File: config.mk
export PLATFORM = sky130hd
export DESIGN_NAME = bitslice_alu
export DESIGN_NICKNAME = d
export VERILOG_FILES = /design/src/rtl/bitslice_alu.sv
export SDC_FILE = /design/constraint.sdc
export NUM_CORES = 1
export LEC_CHECK = 0
export ABC_AREA = 1
export ABC_CLOCK_PERIOD_IN_PS = 45300
export BUFFER_PORTS_ARGS = -buffer_cell sky130_fd_sc_hd__buf_2
export CAP_MARGIN = 20
export CORE_MARGIN = 2
export CORE_UTILIZATION = 50
export DETAILED_ROUTE_END_ITERATION = 8
export GPL_ROUTABILITY_DRIVEN = 0
export PLACE_DENSITY = 0.85
export SKIP_LAST_GASP = 1
export SLEW_MARGIN = 20
export SYNTH_ARGS = -nofsm -noshare
export SYNTH_HDL_FRONTEND = slang
export SYNTH_SLANG_ARGS = --single-unit
File: constraint.sdc
create_clock -name vclk -period 45.3
set_clock_uncertainty 0.05 [all_clocks]
set_input_delay 2.265 -clock vclk [all_inputs]
set_output_delay 2.265 -clock vclk [all_outputs]
set_load 0.01 [all_outputs]
File: src/rtl/bitslice_alu.sv
module bitslice_alu #(
  parameter int W = 32
) (
  input  logic [W-1:0] a_i,
  input  logic [W-1:0] b_i,
  input  logic [2:0]   op_i,
  output logic [W-1:0] res_o,
  output logic         zero_o,
  output logic         ovf_o
);
  localparam logic [2:0] OP_AND = 3'b000;
  localparam logic [2:0] OP_OR  = 3'b001;
  localparam logic [2:0] OP_ADD = 3'b010;
  localparam logic [2:0] OP_SUB = 3'b110;
  localparam logic [2:0] OP_SLT = 3'b111;

  logic         negate;
  logic [1:0]   sel;
  logic [W-1:0] bx, sum, less, raw;
  logic         carry_top, carry_msb_in, ovf_raw, set_bit, legal;

  assign negate = op_i[2];
  assign sel    = op_i[1:0];
  assign bx     = b_i ^ {W{negate}};

  // ripple of full-adder slices
  always_comb begin
    logic c;
    c = negate;
    carry_msb_in = 1'b0;
    for (int i = 0; i < W; i++) begin
      if (i == W - 1) carry_msb_in = c;
      sum[i] = a_i[i] ^ bx[i] ^ c;
      c      = (a_i[i] & bx[i]) | (a_i[i] & c) | (bx[i] & c);
    end
    carry_top = c;
  end

  assign ovf_raw = carry_top ^ carry_msb_in;
  assign set_bit = sum[W-1] ^ ovf_raw;
  assign less    = {{(W-1){1'b0}}, set_bit};

  // per-slice output selector
  always_comb begin
    for (int i = 0; i < W; i++) begin
      case (sel)
        2'd0:    raw[i] = a_i[i] & b_i[i];
        2'd1:    raw[i] = a_i[i] | b_i[i];
        2'd2:    raw[i] = sum[i];
        default: raw[i] = less[i];
      endcase
    end
  end

  assign legal  = (op_i == OP_AND) || (op_i == OP_OR) || (op_i == OP_ADD) ||
                  (op_i == OP_SUB) || (op_i == OP_SLT);
  assign res_o  = legal ? raw : '0;
  assign zero_o = ~|res_o;
  assign ovf_o  = ((op_i == OP_ADD) || (op_i == OP_SUB)) & ovf_raw;

  always_comb begin
    if (op_i == OP_ADD)
      p_add_r3: assert (res_o == W'(a_i + b_i)) else $error("p_add_r3");
    if (op_i == OP_SUB)
      p_sub_r4: assert (res_o == W'(a_i - b_i)) else $error("p_sub_r4");
    if (op_i == OP_SLT)
      p_slt_r5: assert (res_o == {{(W-1){1'b0}}, ($signed(a_i) < $signed(b_i))})
        else $error("p_slt_r5");
    if (op_i == OP_SUB)
      p_eq_zero_r6: assert (zero_o == (a_i == b_i)) else $error("p_eq_zero_r6");
    if (op_i == OP_ADD && a_i[W-1] != b_i[W-1])
      p_no_overflow_r7: assert (!ovf_o) else $error("p_no_overflow_r7");
    if (op_i == OP_SUB && a_i[W-1] == b_i[W-1])
      p_no_overflow_r8: assert (!ovf_o) else $error("p_no_overflow_r8");
    if (op_i == OP_AND || op_i == OP_OR || op_i == OP_SLT)
      p_logic_noovf_r9: assert (!ovf_o) else $error("p_logic_noovf_r9");
    if (op_i == 3'b011 || op_i == 3'b100 || op_i == 3'b101)
      p_unused_r10: assert (res_o == '0 && !ovf_o && zero_o) else $error("p_unused_r10");
  end
endmodule

==> results.md, run 1 <==
* Final HPWL DP at roughly 5000 um
* Number of warnings printed during yosys synthesis at 0
* Leftover overflow at the end of global routing at 0
* Endpoint type of the worst setup path: output port
* Post-route clock period utilization at about two fifths
* Count of final setup violators at 0
* Worst IR Drop VDD at between 0.000006 and 0.000007 V
* Data arrival at the endpoint of the critical path at approximately 17 ns
* Count of TritonRoute iterations in the first routing pass at 4
* Post-layout worst setup margin at 26.38 ns
* FF+latch count at 0
* Worst slew margin at 30.0%
* Post-cts sizing count at 0
* Run status: completed
* Distinct cells, synth at 20
* Number of antenna repair diodes at 0
* Initial antenna violation count at 0
* Sequential cell area at 0 um^2
* Final total power at just under 0.04 mW
* Gate count after technology mapping at 421
* Average size of a mapped cell at around 5.9 um^2
* Startpoint type of the worst setup path: input pin
* IO buf count at a little over 100
* Non-filler instance count after layout at 570
* Ratio of cells with drive above 1 in the final layout at a little over a fifth
* Standard cell core area at ~4700 um^2
* Slew at the pin with the worst max-slew slack at 1.05 ns
* Final hold violation count at 0
* Wire length of the first global-routing pass at 10500 um
* First-iteration detailed-routing DRC count at approximately 120
* Post-synth design cell area at 2460 um^2
* Width of the die at 74.2 um
* Total negative slack at 0 ns
* Total power density per cell area at about 13 nW/um^2
* Type of the worst setup path: in -> out
* Full die area at about 5500 um^2
* Net count reported at finish at around 600
* Required time of the critical path at about 43 ns
* Starting density of the core at between 50 and 60%
* Largest net degree at the start of global routing at 46
* Slowest library cell on the worst path: buf_2
* Chip height at 74.2 um
* Final WL at around 6400 um
* Portion of the post-synthesis area used by sequential elements at 0%
* CTS Hold Bufs at 0
* Area share of the largest cell type after synthesis at a little over a quarter
* Clock period minus worst slack at roughly 19 ns
* Hold crit path type: in -> out
* Num rows at 25
* Setup repair after global routing missed its margin: no
* # clk buffers at 0
* Most numerous cell on the critical path: fa_1
* Post-synth net total at 520
* Number of top-level design ports at slightly above 100
* Max-Cap Viols at 0
* Biggest area consumer among synthesized cells: fa_1
* Total vias in the final route at around 2700
* Most frequent cells after synthesis: nand2_1, inv_1, nand3_1, fa_1, xor2_1
* Most used standard cell by instance count after synthesis: nand2_1
* Min Hold Slack at 4.91 ns
* Worst slack at placement at between 20 and 30 ns
* Placed insts at 570
* Achievable clock frequency at ~0.053 GHz
* Cells taking the most area after synthesis: fa_1, nand2_1, inv_1
* Number of DRC violations after detailed routing at 0
* Buffers inserted by post-CTS timing repair at 0
* Stage delay of the slowest cell on the critical path at ~0.67 ns
* Drt wl/cell at roughly 11 um
* Per-cell via count in the routed design at about 4.8
* Max-slew violation total from the final report at 0
* Area growth syn-to-layout at 18.9%
* Highest net fanout along the worst path at 32
* Antenna Nets Post-Route at 0
* Vias in the first global route at between 2000 and 2500
* Lkg Pwr at 1.89 nW
* GRT Overall Usage at a little under a quarter
==> layout by cell type, fill, tap and decap left out <==
| cell type | count |
|---|---|
| a21oi_4 | 1 |
| buf_2 | 101 |
| fa_1 | 32 |
| inv_1 | 91 |
| inv_2 | 2 |
| inv_4 | 1 |
| nand2_1 | 137 |
| nand3_1 | 56 |
| nand3b_1 | 2 |
| nand4_1 | 1 |
| nor2_1 | 20 |
| nor2_4 | 3 |
| nor3_1 | 1 |
| o21a_1 | 1 |
| o21ai_0 | 7 |
| o21ai_1 | 15 |
| xnor2_1 | 5 |
| xor2_1 | 27 |
==> cells by family after synthesis <==
kind of cell             Yosys count  synth area share [%]
adder cells (fa/ha/maj)           32                  26.0
buffers and inverters            113                  19.8
XOR/XNOR                          32                  11.4
AO/OA/AOI/OAI                     24                  5.13
AND/OR/NAND/NOR                  220                  37.7
==> routing by layer <==
layer	vias to the layer above	share of wire, %	routed length (um)	GRT usage [%]
li1	1407	-	-	-
met1	1238	40	2580	29.8
met2	78	54	3470	44.8
met3	4	4.8	305	0.407
met4	0	0.92	59	3.03
met5	-	0	0	0
==> worst max-delay path: cells and delay by family <==
kind                     cells  cell delay (ns)
XOR/XNOR                     1             0.22
buffers and inverters        5             1.02
AO/OA/AOI/OAI                1             0.16
AND/OR/NAND/NOR              6             0.49
adder cells (fa/ha/maj)     31            12.45
==> final timing paths <==
| check | start | end | cells after the start |
|---|---|---|---|
| worst min-delay path | a_i[31] | res_o[31] | 6 |
| worst max-delay path | op_i[2] | zero_o | 44 |
==> area by class of cell <==
type / count / area, um^2
Multi-Input combinational cell: 308 / 1980
Fill cell: 473 / 1790
Timing Repair Buffer: 101 / 505
Inverter: 94 / 355
Tap cell: 67 / 83.8
==> metrics by stage <==
stage               instance area, um^2  util, %
floorplan                          2460        -
global placement                   2930     62.0
detailed placement                 2930     62.0
CTS                                2930     62.0
global route                       2930     62.0
finish                             2930     62.0
==> report_power, final <==
part           total, mW  internal (mW)  switching (mW)
Combinational     0.0387         0.0158          0.0229
Clock                  0              0               0
Sequential             0              0               0
Total             0.0387         0.0158          0.0229
Power figures use the tool's default switching activity.
==> run 2: changes to the inputs <==
--- a/config.mk
+++ b/config.mk
@@ -5,15 +5,15 @@
 export SDC_FILE = /design/constraint.sdc
 export NUM_CORES = 1
 export LEC_CHECK = 0
-export ABC_AREA = 1
-export ABC_CLOCK_PERIOD_IN_PS = 45300
+export ABC_AREA = 0
+export ABC_CLOCK_PERIOD_IN_PS = 19200
 export BUFFER_PORTS_ARGS = -buffer_cell sky130_fd_sc_hd__buf_2
 export CAP_MARGIN = 20
 export CORE_MARGIN = 2
-export CORE_UTILIZATION = 50
+export CORE_UTILIZATION = 47
 export DETAILED_ROUTE_END_ITERATION = 8
 export GPL_ROUTABILITY_DRIVEN = 0
-export PLACE_DENSITY = 0.85
+export PLACE_DENSITY = 0.86
 export SKIP_LAST_GASP = 1
 export SLEW_MARGIN = 20
 export SYNTH_ARGS = -nofsm -noshare
==> constraint.sdc (replaced) <==
create_clock -name vclk -period 19.2
set_clock_uncertainty 0.05 [all_clocks]
set_input_delay 0.96 -clock vclk [all_inputs]
set_output_delay 0.96 -clock vclk [all_outputs]
set_load 0.01 [all_outputs]
==> results.md, run 2 <==
* Run status: completed
* CTS Hold Bufs at 0 (unchanged)
* Worst slew margin at 50.3% (+20 points)
* Largest net degree at the start of global routing at 37 (-20%)
* Required time of the critical path at 18.19 ns (-24.79 ns)
* Clock period minus worst slack at 16.24 ns
* Drt wl/cell at 15.1 um (+34%)
* Buffers inserted by post-CTS timing repair at 0 (unchanged)
* Count of buffering cells on the critical path with inverters included at 5 (unchanged)
* Ratio of cells with drive above 1 in the final layout at 43.0% (+21 points)
* Most common library cell in the layout ignoring fill and taps: buf_2
* GRT Overall Usage at 23.0% (-0.30 points)
* Post-synth design cell area at 1800 um^2 (-27%)
* Sequential cell area at 0 um^2 (unchanged)
* Most used standard cell by instance count after synthesis: fa_1
* Standard cell core area at 3660 um^2 (-22%)
* Wire length of the first global-routing pass at 7940 um (-24%)
* Average size of a mapped cell at 10.3 um^2 (+76%)
* Area share of the largest cell type after synthesis at 35.7% (+9.7 points)
* Distinct cells, synth at 26 (+30%)
* Portion of the post-synthesis area used by sequential elements at 0% (unchanged)
* Starting density of the core at 49.0% (-3.1 points)
* Non-filler instance count after layout at 311 (-45%)
* Slowest library cell on the worst path: fa_1
* Max-Cap Viols at 0 (unchanged)
* Width of the die at 65.8 um (-11%)
* Startpoint type of the worst setup path: input pin
* Total negative slack at 0 ns (unchanged)
* Per-cell via count in the routed design at 5.47 (+14%)
* Top cell family by delay on the critical path: adder cells
* Biggest area consumer among synthesized cells: fa_1
* # clk buffers at 0 (unchanged)
* Number of DRC violations after detailed routing at 0 (unchanged)
* Final total power at 0.0833 mW (+120%)
* Num rows at 22 (-12%)
* Area growth syn-to-layout at 28.4%
* Final std cell area, no fill at 2300 um^2 (-21%)
* Stage delay of the slowest cell on the critical path at 0.45 ns (-0.22 ns)
* Vias in the first global route at 1769 (-28%)
* Cells taking the most area after synthesis: fa_1, maj3_1, a22o_1
* Placed standard-cell area at 2300 um^2 (-21%)
* Number of warnings printed during yosys synthesis at 0 (unchanged)
* Gate count after technology mapping at 174 (-59%)
* Number of filler instances in the final layout at 332 (-30%)
* Antenna Nets Post-Route at 0 (unchanged)
* Final hold violation count at 0 (unchanged)
* Setup repair after global routing missed its margin: no
* Min Hold Slack at 2.31 ns (-2.61 ns)
* Slew at the pin with the worst max-slew slack at 0.746 ns (-0.302 ns)
* Net count reported at finish at 364 (-40%)
* Hold crit path type: in -> out
* Initial antenna violation count at 0 (unchanged)
* Full die area at 4330 um^2 (-21%)
* Most frequent cells in the layout: buf_2, fa_1, a22o_1
* Final WL at 4700 um (-27%)
* Data arrival at the endpoint of the critical path at 15.23 ns (-1.37 ns)
* Max-slew violation total from the final report at 0 (unchanged)
* Total vias in the final route at 1702 (-38%)
* FF+latch count at 0 (unchanged)
* First-iteration detailed-routing DRC count at 81 (-32%)
* Most numerous cell on the critical path: fa_1
* Count of final setup violators at 0 (unchanged)
* Type of the worst setup path: in -> out
* Leftover overflow at the end of global routing at 0 (unchanged)
* Post-cts sizing count at 0 (unchanged)
* Highest net fanout along the worst path at 17 (-47%)
* Lkg Pwr at 1.09 nW (-42%)
* IO buf count at 101 (unchanged)
* Number of antenna repair diodes at 0 (unchanged)
* Number of top-level design ports at 101 (unchanged)
* Worst IR Drop VDD at 0.0000202 V (+220%)
* Most frequent cells after synthesis: fa_1, a22o_1, maj3_1, xor2_1, inv_1
* Placed insts at 311 (-45%)
* Total power density per cell area at 36.1 nW/um^2 (+170%)
* Final HPWL DP at 3920 um (-24%)
* Count of TritonRoute iterations in the first routing pass at 4 (unchanged)
* Chip height at 65.8 um (-11%)
* Post-route clock period utilization at between 80% and 90%
* Endpoint type of the worst setup path: output port
* Achievable clock frequency at approximately 0.06 GHz
* Post-synth net total at 273 (-48%)
## run 2: cell count changes after synthesis, moves of 15 or more
cell,change
o21ai_1,-15
maj3_1,+27
a22o_1,+28
inv_1,-81
nand2_1,-134
nand3_1,-55
nor2_1,-17
## run 2: final timing paths
path,start,endpoint,cells after the start
worst max-delay path,op_i[2],zero_o,40
worst min-delay path,op_i[1],res_o[0],3
## run 2: worst min-delay path, stage by stage
cell	delay [ns]
buf_2	0.13
a22o_1	0.17
buf_2	0.15
## run 2: power by group
part	internal [mW]	switching (mW)
combinational	0.0398	0.0434
clock	0	0
sequential	0	0
## run 2: per-layer routing
metal  track usage, %  up-vias  part of all wire (%)
li1                 -      795                     -
met1             30.1      836                    39
met2             42.9       67                    54
met3             1.36        4                   6.1
met4             2.34        0                  0.70
met5                0        -                     0
## run 2: layout make-up
| type | count | area [um^2] | share of cell area [%] |
|---|---|---|---|
| inverter | 10 | 37.5 | 1.63 |
| timing repair buffer | 103 | 520 | 22.6 |
| multi-input combinational | 150 | 1690 | 73.2 |
| tap | 48 | 60.1 | 2.61 |
## run 2: metrics by stage
stage | setup slack [ns] | utilization, %
finish | 2.96 | 63.0
detailed placement | 2.90 | 62.8
global placement | 3.17 | 62.8
global route | 2.35 | 63.0
floorplan | 3.47 | -
CTS | 2.85 | 62.8
## run 2: cell families after synthesis
kind of cell	synth area share, %
and+or+nand+nor	7.18
adders and majority gates	53.9
xor gates and xnor gates	16.1
AOI/OAI and AO/OA	15.7
muxes	0.558
buffers and inverters	6.62
